===== src/rtl/spi_regslave_pkg.sv =====
package spi_regslave_pkg;

    localparam int ADDR_W  = 8;
    localparam int DATA_W  = 16;
    localparam int FRAME_W = ADDR_W + DATA_W;
    localparam int REG_AW  = ADDR_W - 1;
    localparam int NUM_RW  = 6;
    localparam int CNT_W   = $clog2(FRAME_W + 2);

    localparam logic [REG_AW-1:0] RW_BASE   = 7'h02;
    localparam logic [REG_AW-1:0] A_SOFTRST = 7'h01;
    localparam logic [REG_AW-1:0] A_STATUS  = 7'h0B;
    localparam logic [REG_AW-1:0] A_OUTVAL  = 7'h05;
    localparam logic [REG_AW-1:0] A_USER    = 7'h02;

    localparam int USER_BIT   = 0;
    localparam int MIRROR_BIT = 6;

    localparam logic [DATA_W-1:0] SOFTRST_KEY = 16'h0001;

    // pin order inside the synchronizer vector
    localparam int PIN_SCLK = 0;
    localparam int PIN_MOSI = 1;
    localparam int PIN_CSN  = 2;
    localparam int PIN_DRST = 3;
    localparam int NUM_PINS = 4;

    typedef struct packed {
        logic              rd;
        logic [REG_AW-1:0] addr;
        logic [DATA_W-1:0] data;
    } frame_t;

    function automatic logic [DATA_W-1:0] rw_default(input int idx);
        return (idx == 5) ? 16'h8000 : '0;
    endfunction

    function automatic logic rw_hit(input logic [REG_AW-1:0] a, input int idx);
        return a == (RW_BASE + REG_AW'(idx));
    endfunction

endpackage


===== src/rtl/spi_pin_sync.sv =====
module spi_pin_sync
    import spi_regslave_pkg::*;
#(
    parameter int STAGES = 2
) (
    input  logic clk,
    input  logic rst,
    input  logic sclk_i,
    input  logic mosi_i,
    input  logic cs_n_i,
    input  logic dev_rst_n_i,
    output logic sclk_rise,
    output logic sclk_fall,
    output logic mosi_s,
    output logic cs_n_s,
    output logic cs_rise,
    output logic cs_fall,
    output logic dev_rst_n_s
);
    localparam logic [NUM_PINS-1:0] IDLE_LVL = (NUM_PINS'(1) << PIN_CSN) | (NUM_PINS'(1) << PIN_DRST);

    logic [NUM_PINS-1:0] stg [STAGES];
    logic [NUM_PINS-1:0] pins, last;
    logic                sclk_d, cs_d;

    always_comb begin
        pins           = '0;
        pins[PIN_SCLK] = sclk_i;
        pins[PIN_MOSI] = mosi_i;
        pins[PIN_CSN]  = cs_n_i;
        pins[PIN_DRST] = dev_rst_n_i;
    end

    always_ff @(posedge clk) begin
        if (rst) begin
            for (int k = 0; k < STAGES; k++) stg[k] <= IDLE_LVL;
            sclk_d <= 1'b0;
            cs_d   <= 1'b1;
        end else begin
            stg[0] <= pins;
            for (int k = 1; k < STAGES; k++) stg[k] <= stg[k-1];
            sclk_d <= last[PIN_SCLK];
            cs_d   <= last[PIN_CSN];
        end
    end

    assign last        = stg[STAGES-1];
    assign mosi_s      = last[PIN_MOSI];
    assign cs_n_s      = last[PIN_CSN];
    assign dev_rst_n_s = last[PIN_DRST];
    assign sclk_rise   =  last[PIN_SCLK] & ~sclk_d;
    assign sclk_fall   = ~last[PIN_SCLK] &  sclk_d;
    assign cs_rise     =  last[PIN_CSN]  & ~cs_d;
    assign cs_fall     = ~last[PIN_CSN]  &  cs_d;

endmodule


===== src/rtl/spi_frame_rx.sv =====
module spi_frame_rx
    import spi_regslave_pkg::*;
(
    input  logic   clk,
    input  logic   rst,
    input  logic   clr,
    input  logic   cs_n_s,
    input  logic   cs_rise,
    input  logic   cs_fall,
    input  logic   sclk_rise,
    input  logic   mosi_s,
    output logic   frame_end,
    output logic   frame_ok,
    output frame_t frame
);
    localparam logic [CNT_W-1:0] CNT_MAX  = {CNT_W{1'b1}};
    localparam logic [CNT_W-1:0] CNT_GOOD = CNT_W'(FRAME_W);

    logic [FRAME_W-1:0] shreg;
    logic [CNT_W-1:0]   nbits;

    always_ff @(posedge clk) begin
        if (rst || clr) begin
            shreg     <= '0;
            nbits     <= '0;
            frame_end <= 1'b0;
            frame_ok  <= 1'b0;
            frame     <= '0;
        end else begin
            frame_end <= 1'b0;
            frame_ok  <= 1'b0;
            if (cs_fall) begin
                nbits <= '0;
            end else if (!cs_n_s && sclk_rise) begin
                shreg <= {shreg[FRAME_W-2:0], mosi_s};
                if (nbits != CNT_MAX) nbits <= nbits + 1'b1;
            end
            if (cs_rise) begin
                frame_end <= 1'b1;
                frame_ok  <= (nbits == CNT_GOOD);
                frame     <= frame_t'(shreg);
            end
        end
    end

    p_ok_inside_end_r8: assert property (@(posedge clk) disable iff (rst)
        frame_ok |-> frame_end);

    p_end_single_r2: assert property (@(posedge clk) disable iff (rst)
        frame_end |=> !frame_end);

endmodule


===== src/rtl/spi_reg_bank.sv =====
module spi_reg_bank
    import spi_regslave_pkg::*;
(
    input  logic                     clk,
    input  logic                     rst,
    input  logic                     clr,
    input  logic                     wr_en,
    input  logic [REG_AW-1:0]        wr_addr,
    input  logic [DATA_W-1:0]        wr_data,
    input  logic [REG_AW-1:0]        rd_addr,
    output logic [DATA_W-1:0]        rd_data,
    output logic [NUM_RW*DATA_W-1:0] regs_o,
    output logic                     data_strobe
);
    localparam int USER_IDX = int'(A_USER - RW_BASE);

    logic [NUM_RW-1:0][DATA_W-1:0] q;
    logic                          soft_hit;
    logic [DATA_W-1:0]             status;

    assign soft_hit = wr_en && (wr_addr == A_SOFTRST) && (wr_data == SOFTRST_KEY);

    always_ff @(posedge clk) begin
        if (rst || clr || soft_hit) begin
            for (int i = 0; i < NUM_RW; i++) q[i] <= rw_default(i);
        end else if (wr_en) begin
            for (int i = 0; i < NUM_RW; i++)
                if (rw_hit(wr_addr, i)) q[i] <= wr_data;
        end
    end

    always_ff @(posedge clk) begin
        if (rst || clr) data_strobe <= 1'b0;
        else            data_strobe <= wr_en && (wr_addr == A_OUTVAL);
    end

    always_comb begin
        status             = '0;
        status[MIRROR_BIT] = q[USER_IDX][USER_BIT];
    end

    always_comb begin
        rd_data = '0;
        if (rd_addr == A_STATUS) rd_data = status;
        for (int i = 0; i < NUM_RW; i++)
            if (rw_hit(rd_addr, i)) rd_data = q[i];
    end

    genvar g;
    generate
        for (g = 0; g < NUM_RW; g++) begin : g_flat
            assign regs_o[g*DATA_W +: DATA_W] = q[g];
        end
    endgenerate

    p_commit_only_r2: assert property (@(posedge clk) disable iff (rst)
        (!wr_en && !clr) |=> $stable(regs_o));

    p_strobe_cause_r10: assert property (@(posedge clk) disable iff (rst)
        data_strobe |-> $past(wr_en && wr_addr == A_OUTVAL));

    p_strobe_pulse_r10: assert property (@(posedge clk) disable iff (rst)
        data_strobe |=> !data_strobe);

endmodule


===== src/rtl/spi_tx.sv =====
module spi_tx
    import spi_regslave_pkg::*;
(
    input  logic               clk,
    input  logic               rst,
    input  logic               clr,
    input  logic               load,
    input  logic [FRAME_W-1:0] load_val,
    input  logic               shift,
    input  logic               cs_n_s,
    output logic               miso
);
    logic [FRAME_W-1:0] sh;

    always_ff @(posedge clk) begin
        if (rst || clr)  sh <= '0;
        else if (load)   sh <= load_val;
        else if (shift)  sh <= {sh[FRAME_W-2:0], 1'b0};
    end

    assign miso = ~cs_n_s & sh[FRAME_W-1];

    p_hold_r4: assert property (@(posedge clk) disable iff (rst)
        (!load && !shift && !clr) |=> $stable(sh));

endmodule


===== src/rtl/spi_regslave.sv =====
module spi_regslave
    import spi_regslave_pkg::*;
#(
    parameter int SYNC_STAGES = 2
) (
    input  logic                     clk,
    input  logic                     rst,
    input  logic                     dev_rst_n,
    input  logic                     spi_sclk,
    input  logic                     spi_cs_n,
    input  logic                     spi_mosi,
    output logic                     spi_miso,
    output logic [NUM_RW*DATA_W-1:0] regs_o,
    output logic                     data_strobe
);
    logic sclk_rise, sclk_fall, mosi_s, cs_n_s, cs_rise, cs_fall, dev_rst_n_s;
    logic clr, frame_end, frame_ok, wr_en;
    frame_t             frame;
    logic [DATA_W-1:0]  rd_data;
    logic [FRAME_W-1:0] reply;

    spi_pin_sync #(.STAGES(SYNC_STAGES)) u_sync (
        .clk(clk), .rst(rst),
        .sclk_i(spi_sclk), .mosi_i(spi_mosi), .cs_n_i(spi_cs_n), .dev_rst_n_i(dev_rst_n),
        .sclk_rise(sclk_rise), .sclk_fall(sclk_fall), .mosi_s(mosi_s), .cs_n_s(cs_n_s),
        .cs_rise(cs_rise), .cs_fall(cs_fall), .dev_rst_n_s(dev_rst_n_s)
    );

    assign clr = ~dev_rst_n_s;

    spi_frame_rx u_rx (
        .clk(clk), .rst(rst), .clr(clr),
        .cs_n_s(cs_n_s), .cs_rise(cs_rise), .cs_fall(cs_fall),
        .sclk_rise(sclk_rise), .mosi_s(mosi_s),
        .frame_end(frame_end), .frame_ok(frame_ok), .frame(frame)
    );

    assign wr_en = frame_ok & ~frame.rd;

    spi_reg_bank u_bank (
        .clk(clk), .rst(rst), .clr(clr),
        .wr_en(wr_en), .wr_addr(frame.addr), .wr_data(frame.data),
        .rd_addr(frame.addr), .rd_data(rd_data),
        .regs_o(regs_o), .data_strobe(data_strobe)
    );

    assign reply = (frame_ok && frame.rd) ? {1'b0, frame.addr, rd_data} : '0;

    spi_tx u_tx (
        .clk(clk), .rst(rst), .clr(clr),
        .load(frame_end), .load_val(reply),
        .shift(sclk_fall & ~cs_n_s), .cs_n_s(cs_n_s),
        .miso(spi_miso)
    );

endmodule


===== config.mk =====
export PLATFORM = sky130hd
export DESIGN_NAME = spi_regslave
export DESIGN_NICKNAME = d
export VERILOG_FILES = /design/src/rtl/spi_regslave_pkg.sv /design/src/rtl/spi_pin_sync.sv /design/src/rtl/spi_frame_rx.sv /design/src/rtl/spi_reg_bank.sv /design/src/rtl/spi_tx.sv /design/src/rtl/spi_regslave.sv
export SDC_FILE = /design/constraint.sdc
export NUM_CORES = 1
export LEC_CHECK = 0
export BUFFER_PORTS_ARGS = -buffer_cell sky130_fd_sc_hd__buf_2
export CAP_MARGIN = 20
export CORE_MARGIN = 2
export CORE_UTILIZATION = 51
export CTS_BUF_LIST = sky130_fd_sc_hd__clkbuf_16
export DETAILED_ROUTE_END_ITERATION = 8
export PLACE_DENSITY = 0.72
export SKIP_CTS_REPAIR_TIMING = 1
export SYNTH_ARGS = -nofsm -noshare
export SYNTH_HDL_FRONTEND = slang
export SYNTH_SLANG_ARGS = --single-unit

===== constraint.sdc =====
create_clock -name clk -period 2.6 [get_ports clk]
set_input_delay 0.52 -clock clk [delete_from_list [all_inputs] [get_ports clk]]
set_output_delay 0.52 -clock clk [all_outputs]
set_load 0.01 [all_outputs]

==> After elaboration in Yosys (flattened, before gate mapping) <==
Memories as Yosys holds them, arrays and structs flattened.
Cells that the tools add are included.
{ "totals": {"ff_bits": 178, "latchBits": 0, "mem_bits_rw": 8, "romBits": 0, "input_bits": 6, "wordCells": 82, "n_memories": 1} }
{ "memory_table": {"columns": ["name", "depth", "word_bits", "rd", "rd_ports_with_merged_regs", "write_ports", "line", "source"], "rows": [
  ["u_sync.stg", 2, 4, 2, 0, 2, "spi_pin_sync.sv:22", "logic [NUM_PINS-1:0] stg [STAGES];"]
]} }
{ "op_classes": {"add_sub_neg": 1, "multipliers": 0, "n_div": 0, "magnitude_cmp": 0, "n_eq_ne": 11, "n_shift": 0, "n_mux": 16, "n_bitwise": 17, "n_reduce_logical": 19} }
{ "ops": {"columns": ["operator", "count"], "rows": [
  ["16-bit two-way mux", 6],
  ["24-bit two-way mux", 2],
  ["7-bit by 3-bit == test with 1-bit output (second input constant)", 4],
  ["23-bit two-way mux", 1],
  ["16-bit by 1-bit == test with 1-bit output (second input constant)", 1],
  ["2-bit AND reduction", 8],
  ["7-bit by 2-bit == test with 1-bit output (second input constant)", 2],
  ["4-bit two-way mux", 2],
  ["1-bit inverter", 8],
  ["1-bit AND", 7],
  ["7-bit by 1-bit == test with 1-bit output (second input constant)", 1],
  ["7-bit by 4-bit == test with 1-bit output (second input constant)", 1],
  ["7-bit two-way mux", 1],
  ["5-bit by 1-bit adder with 5-bit output (second input constant)", 1],
  ["5-bit == test (second input constant)", 1],
  ["1-bit logical AND", 5],
  ["5-bit inequality test (second input constant)", 1],
  ["1-bit two-way mux", 4],
  ["2-bit OR reduction", 2],
  ["1-bit logical OR", 2],
  ["1-bit bitwise OR", 2],
  ["2-bit nonzero test", 1],
  ["1-bit zero test", 1]
]} }

==> Longest topological paths before layout <==
{ "logic_depth": {"depth_word": 10, "mapped_depth": 7, "ltp_nobuf": 7} }

==> Cells and area by module <==
From an unflattened synthesis, not the netlist that was laid out.
{ "hier_totals": {"cells_unflattened": 875, "hier_area_um2": 8177.8} }
{ "by_module_without_submodules": {"columns": ["module", "n_inst", "cells_per_inst", "area_each_um2"], "rows": [
  ["spi_reg_bank", 1, 493, 4371.7],
  ["spi_frame_rx", 1, 219, 2026.9],
  ["spi_tx", 1, 108, 1288.7],
  ["spi_pin_sync", 1, 24, 287.8],
  ["spi_regslave", 1, 31, 202.7]
]} }

==> Worst setup path before layout <==
No wires, ideal clock.
{ "synth_path": {"path_type": "register to register", "startpoint": "reg, netlist name u_rx.frame[19]", "endpoint": "reg u_bank.q (netlist bit u_bank.regs_o[53])", "setup_time_ns": 0.117, "t_arrival_ns": 1.868, "setup_slack_ns": 0.615, "stages_incl_launch_ff": 7, "path_buffers": 2, "synth_period_minus_slack_ns": 1.985, "cell_sequence": "dfxtp_1 or4_4 buf_6 nor3_4 buf_6 mux2i_1 nor2_1"} }
{ "synth_between": {"elab_chain_len": 4} }
{ "synth_lines": {"columns": ["element", "line", "source"], "rows": [
  ["7-bit by 1-bit == test with 1-bit output", "spi_reg_bank.sv:21", "assign soft_hit = wr_en && (wr_addr == A_SOFTRST) && (wr_data == SOFTRST_KEY);"],
  ["1-bit logical AND (2 in a row)", "spi_reg_bank.sv:21", null],
  ["1-bit logical OR", "spi_reg_bank.sv:24", "if (rst || clr || soft_hit) begin"],
  ["end signal, assigned by index", "spi_reg_bank.sv:28", "if (rw_hit(wr_addr, i)) q[i] <= wr_data;"],
  ["end, declared", "spi_reg_bank.sv:17", "logic [NUM_RW-1:0][DATA_W-1:0] q;"]
]} }
Several ways; a longest one is shown, not always the timed one.
A chain may end at the register's enable or synchronous reset.

==> Final worst setup path <==
{ "layout_path": {"startpoint": "reg, netlist name u_rx.frame[19]", "endpoint": "reg u_bank.q (netlist bit u_bank.regs_o[43])"} }
{ "layout_between": {"elab_chain_len": 4} }
{ "layout_lines": {"columns": ["element", "line"], "rows": [
  ["7-bit by 1-bit == test with 1-bit output", "spi_reg_bank.sv:21"],
  ["1-bit logical AND (2 in a row)", "spi_reg_bank.sv:21"],
  ["1-bit logical OR", "spi_reg_bank.sv:24"]
]} }
Several ways; a longest one is shown, not always the timed one.

==> impl_metrics.json <==
{
  "status": "completed",
  "startpoint_type": "flip-flop",
  "timing.fmax_mhz": 462,
  "start_util_pct": 52.0,
  "clockBufferDepth": 2,
  "die_y_um": 128,
  "powerDensity_mw_per_mm2": 612,
  "grt_pass1_wl_um": 35500,
  "io_buffer_count": 103,
  "finalSetupViolCount": 0,
  "drive_gt1_share_pct": 20.3,
  "htreeDepth": 4,
  "antenna_found_initial": 0,
  "synthCells": 925,
  "final_cell_mix": "nand2_1, dfxtp_1, a21oi_1, buf_2, nor2_1",
  "via_count": 6961,
  "drc": 0,
  "synth_edf_count": 0,
  "clkSinkCount": 186,
  "fin_crit_ns": 2.16,
  "grt_max_degree": 83,
  "synth-seq-cells": 186,
  "cts_made_buffers": 17,
  "final_hold_viol_count": 0,
  "power_mw": 5.57,
  "area_growth_pct": 15.4,
  "final_area_mm2": 0.00909,
  "yosys_warnings": 0,
  "die_w_um": 128,
  "first_pass_iters": 5,
  "root_buffer": "clkbuf_16",
  "cp-end-kind": "flip-flop",
  "syn_area_per_cell_um2": 8.51,
  "grt_overflow": 0,
  "core_mm2": 0.0151,
  "core.rowCount": 45,
  "finalClockSkew_ns": 0.00877,
  "place.gp.congestion": 0.923,
  "dieArea_mm2": 0.0164,
  "num_antenna_cells": 0,
  "crit_type": "flip-flop to flip-flop",
  "max_slew_margin_pct": 53.6,
  "drv_slew": 0,
  "required_ns": 2.91,
  "final_common_cell": "nand2_1",
  "cap_violations": 0,
  "grtUsageTotal_pct": 28.2,
  "period_share_pct": 83.2,
  "path_clk_slew_ns": 0.07,
  "setup_tns_ns": 0,
  "postPlaceCellArea_mm2": 0.00850,
  "clkLatencyLatePin_ns": 0.43,
  "syn_nets": 934,
  "arrival_ns": 2.47,
  "ant_nets": 0,
  "ioPinCount": 104,
  "drtIter0Drc": 621,
  "hold_path.class": "input port to flip-flop",
  "worstPathMaxFanout": 21,
  "cts_tree": "yes",
  "place_hpwl_um": 15700,
  "p_leak_nw": 3.35,
  "yosysUniqueCellTypes": 52,
  "ir_drop_mv": 0.517,
  "routedWlPerCell_um": 19.1,
  "final_nets": 1001,
  "syn-cell-area_mm2": 0.00787,
  "yosysSeqAreaShare_pct": 47.3,
  "rsz0062_at_grt": "false",
  "ys.flop_type": "dfxtp_1",
  "grt_pass1_vias": 6420,
  "vias_per_cell": 5.83,
  "worst_slew_pin_slew_ns": 0.690,
  "async_flop_share_pct": 0,
  "wirelength_um": 22800
}
==> synth_stat cells, types with 5 or more instances <==
library cell	count	area share [%]
mux2_2	17	2.4
a221oi_1	9	1.0
nor4_1	6	0.48
a2bb2oi_1	7	0.78
clkbuf_1	59	2.8
o221ai_1	5	0.56
nor3_1	18	1.1
o32ai_1	9	1.0
a211oi_1	18	1.7
nand2b_1	7	0.56
nand2_1	194	9.2
nor2b_1	9	0.72
mux2i_1	63	8.0
o21ai_0	27	1.7
buf_2	11	0.70
dfxtp_1	186	47
nor4b_1	10	1.1
or2_2	15	1.2
nor2_1	80	3.8
buf_1	6	0.29
inv_1	9	0.43
a21oi_1	108	6.9
==> stage by stage <==
stage	worst slack (ns)	hold slack (ns)	instances	utilization, %
5_1_grt	0.336	0.269	1193	60.0
3_3_place_gp	0.502	0.392	1161	56.2
4_1_cts	0.431	0.257	1193	60.0
3_5_place_dp	0.451	0.397	1161	56.2
6_report	0.437	0.269	1193	60.0
2_1_floorplan	0.615	0.389	925	-
==> where the power goes <==
group	internal [mW]	leakage, nW	switching (mW)
logic	0.0339	1.55	0.0814
clock network	1.50	0.294	1.08
registers	2.86	1.50	0.0132
==> cells by family (layout without fill, tap and decap cells) <==
family	count (synthesis)	after routing	synth area share, %
flip-flops	186	186	47.3
multiplexers	80	80	10.4
XOR/XNOR	3	3	0.334
AND/OR/NAND/NOR	371	371	22.1
buffers and inverters	92	172	5.04
AO/OA/AOI/OAI	190	190	14.3
adder cells (fa/ha/maj)	3	3	0.477
==> registers in the layout (all words and copies together) (netlist names) <==
name                cells
u_bank.regs_o          96
u_rx.frame             24
u_rx.shreg             24
u_tx.sh                24
u_sync.stg              8
u_rx.nbits              5
u_bank.data_strobe      1
u_rx.frame_end          1
u_rx.frame_ok           1
u_sync.cs_d             1
u_sync.sclk_d           1
==> final timing paths <==
check        cells past startpoint              from                 to  slack (ns)
min                              2          spi_cs_n   u_sync.stg[0][2]        0.27
max reg2reg                      4    u_rx.frame[19]  u_bank.regs_o[43]        0.44
min reg2reg                      1  u_sync.stg[0][3]   u_sync.stg[0][7]        0.41
max                              4    u_rx.frame[19]  u_bank.regs_o[43]        0.44
==> area by class of cell <==
class / instances / area [um2]
inverters: 9 / 33.8
flip-flops and latches: 186 / 3720
clock inverters: 15 / 159
clock buffers: 17 / 425
well taps: 188 / 235
multi-input cells: 647 / 3770
repair buffers: 131 / 738
fillers: 1362 / 6060
==> worst max-delay path, stage by stage (launching register included) <==
cell and delay, ns:
dfxtp_1 0.38, or4_4 0.72, or3_1 0.69, nand2_1 0.17, a21oi_1 0.07
==> layer usage <==
layer	GRT usage (%)	share of wire, %
met5	0	0
met4	16.2	5.1
met3	4.38	5.7
met2	43.4	45
met1	37.6	44
(Power assumes the default switching activity.)
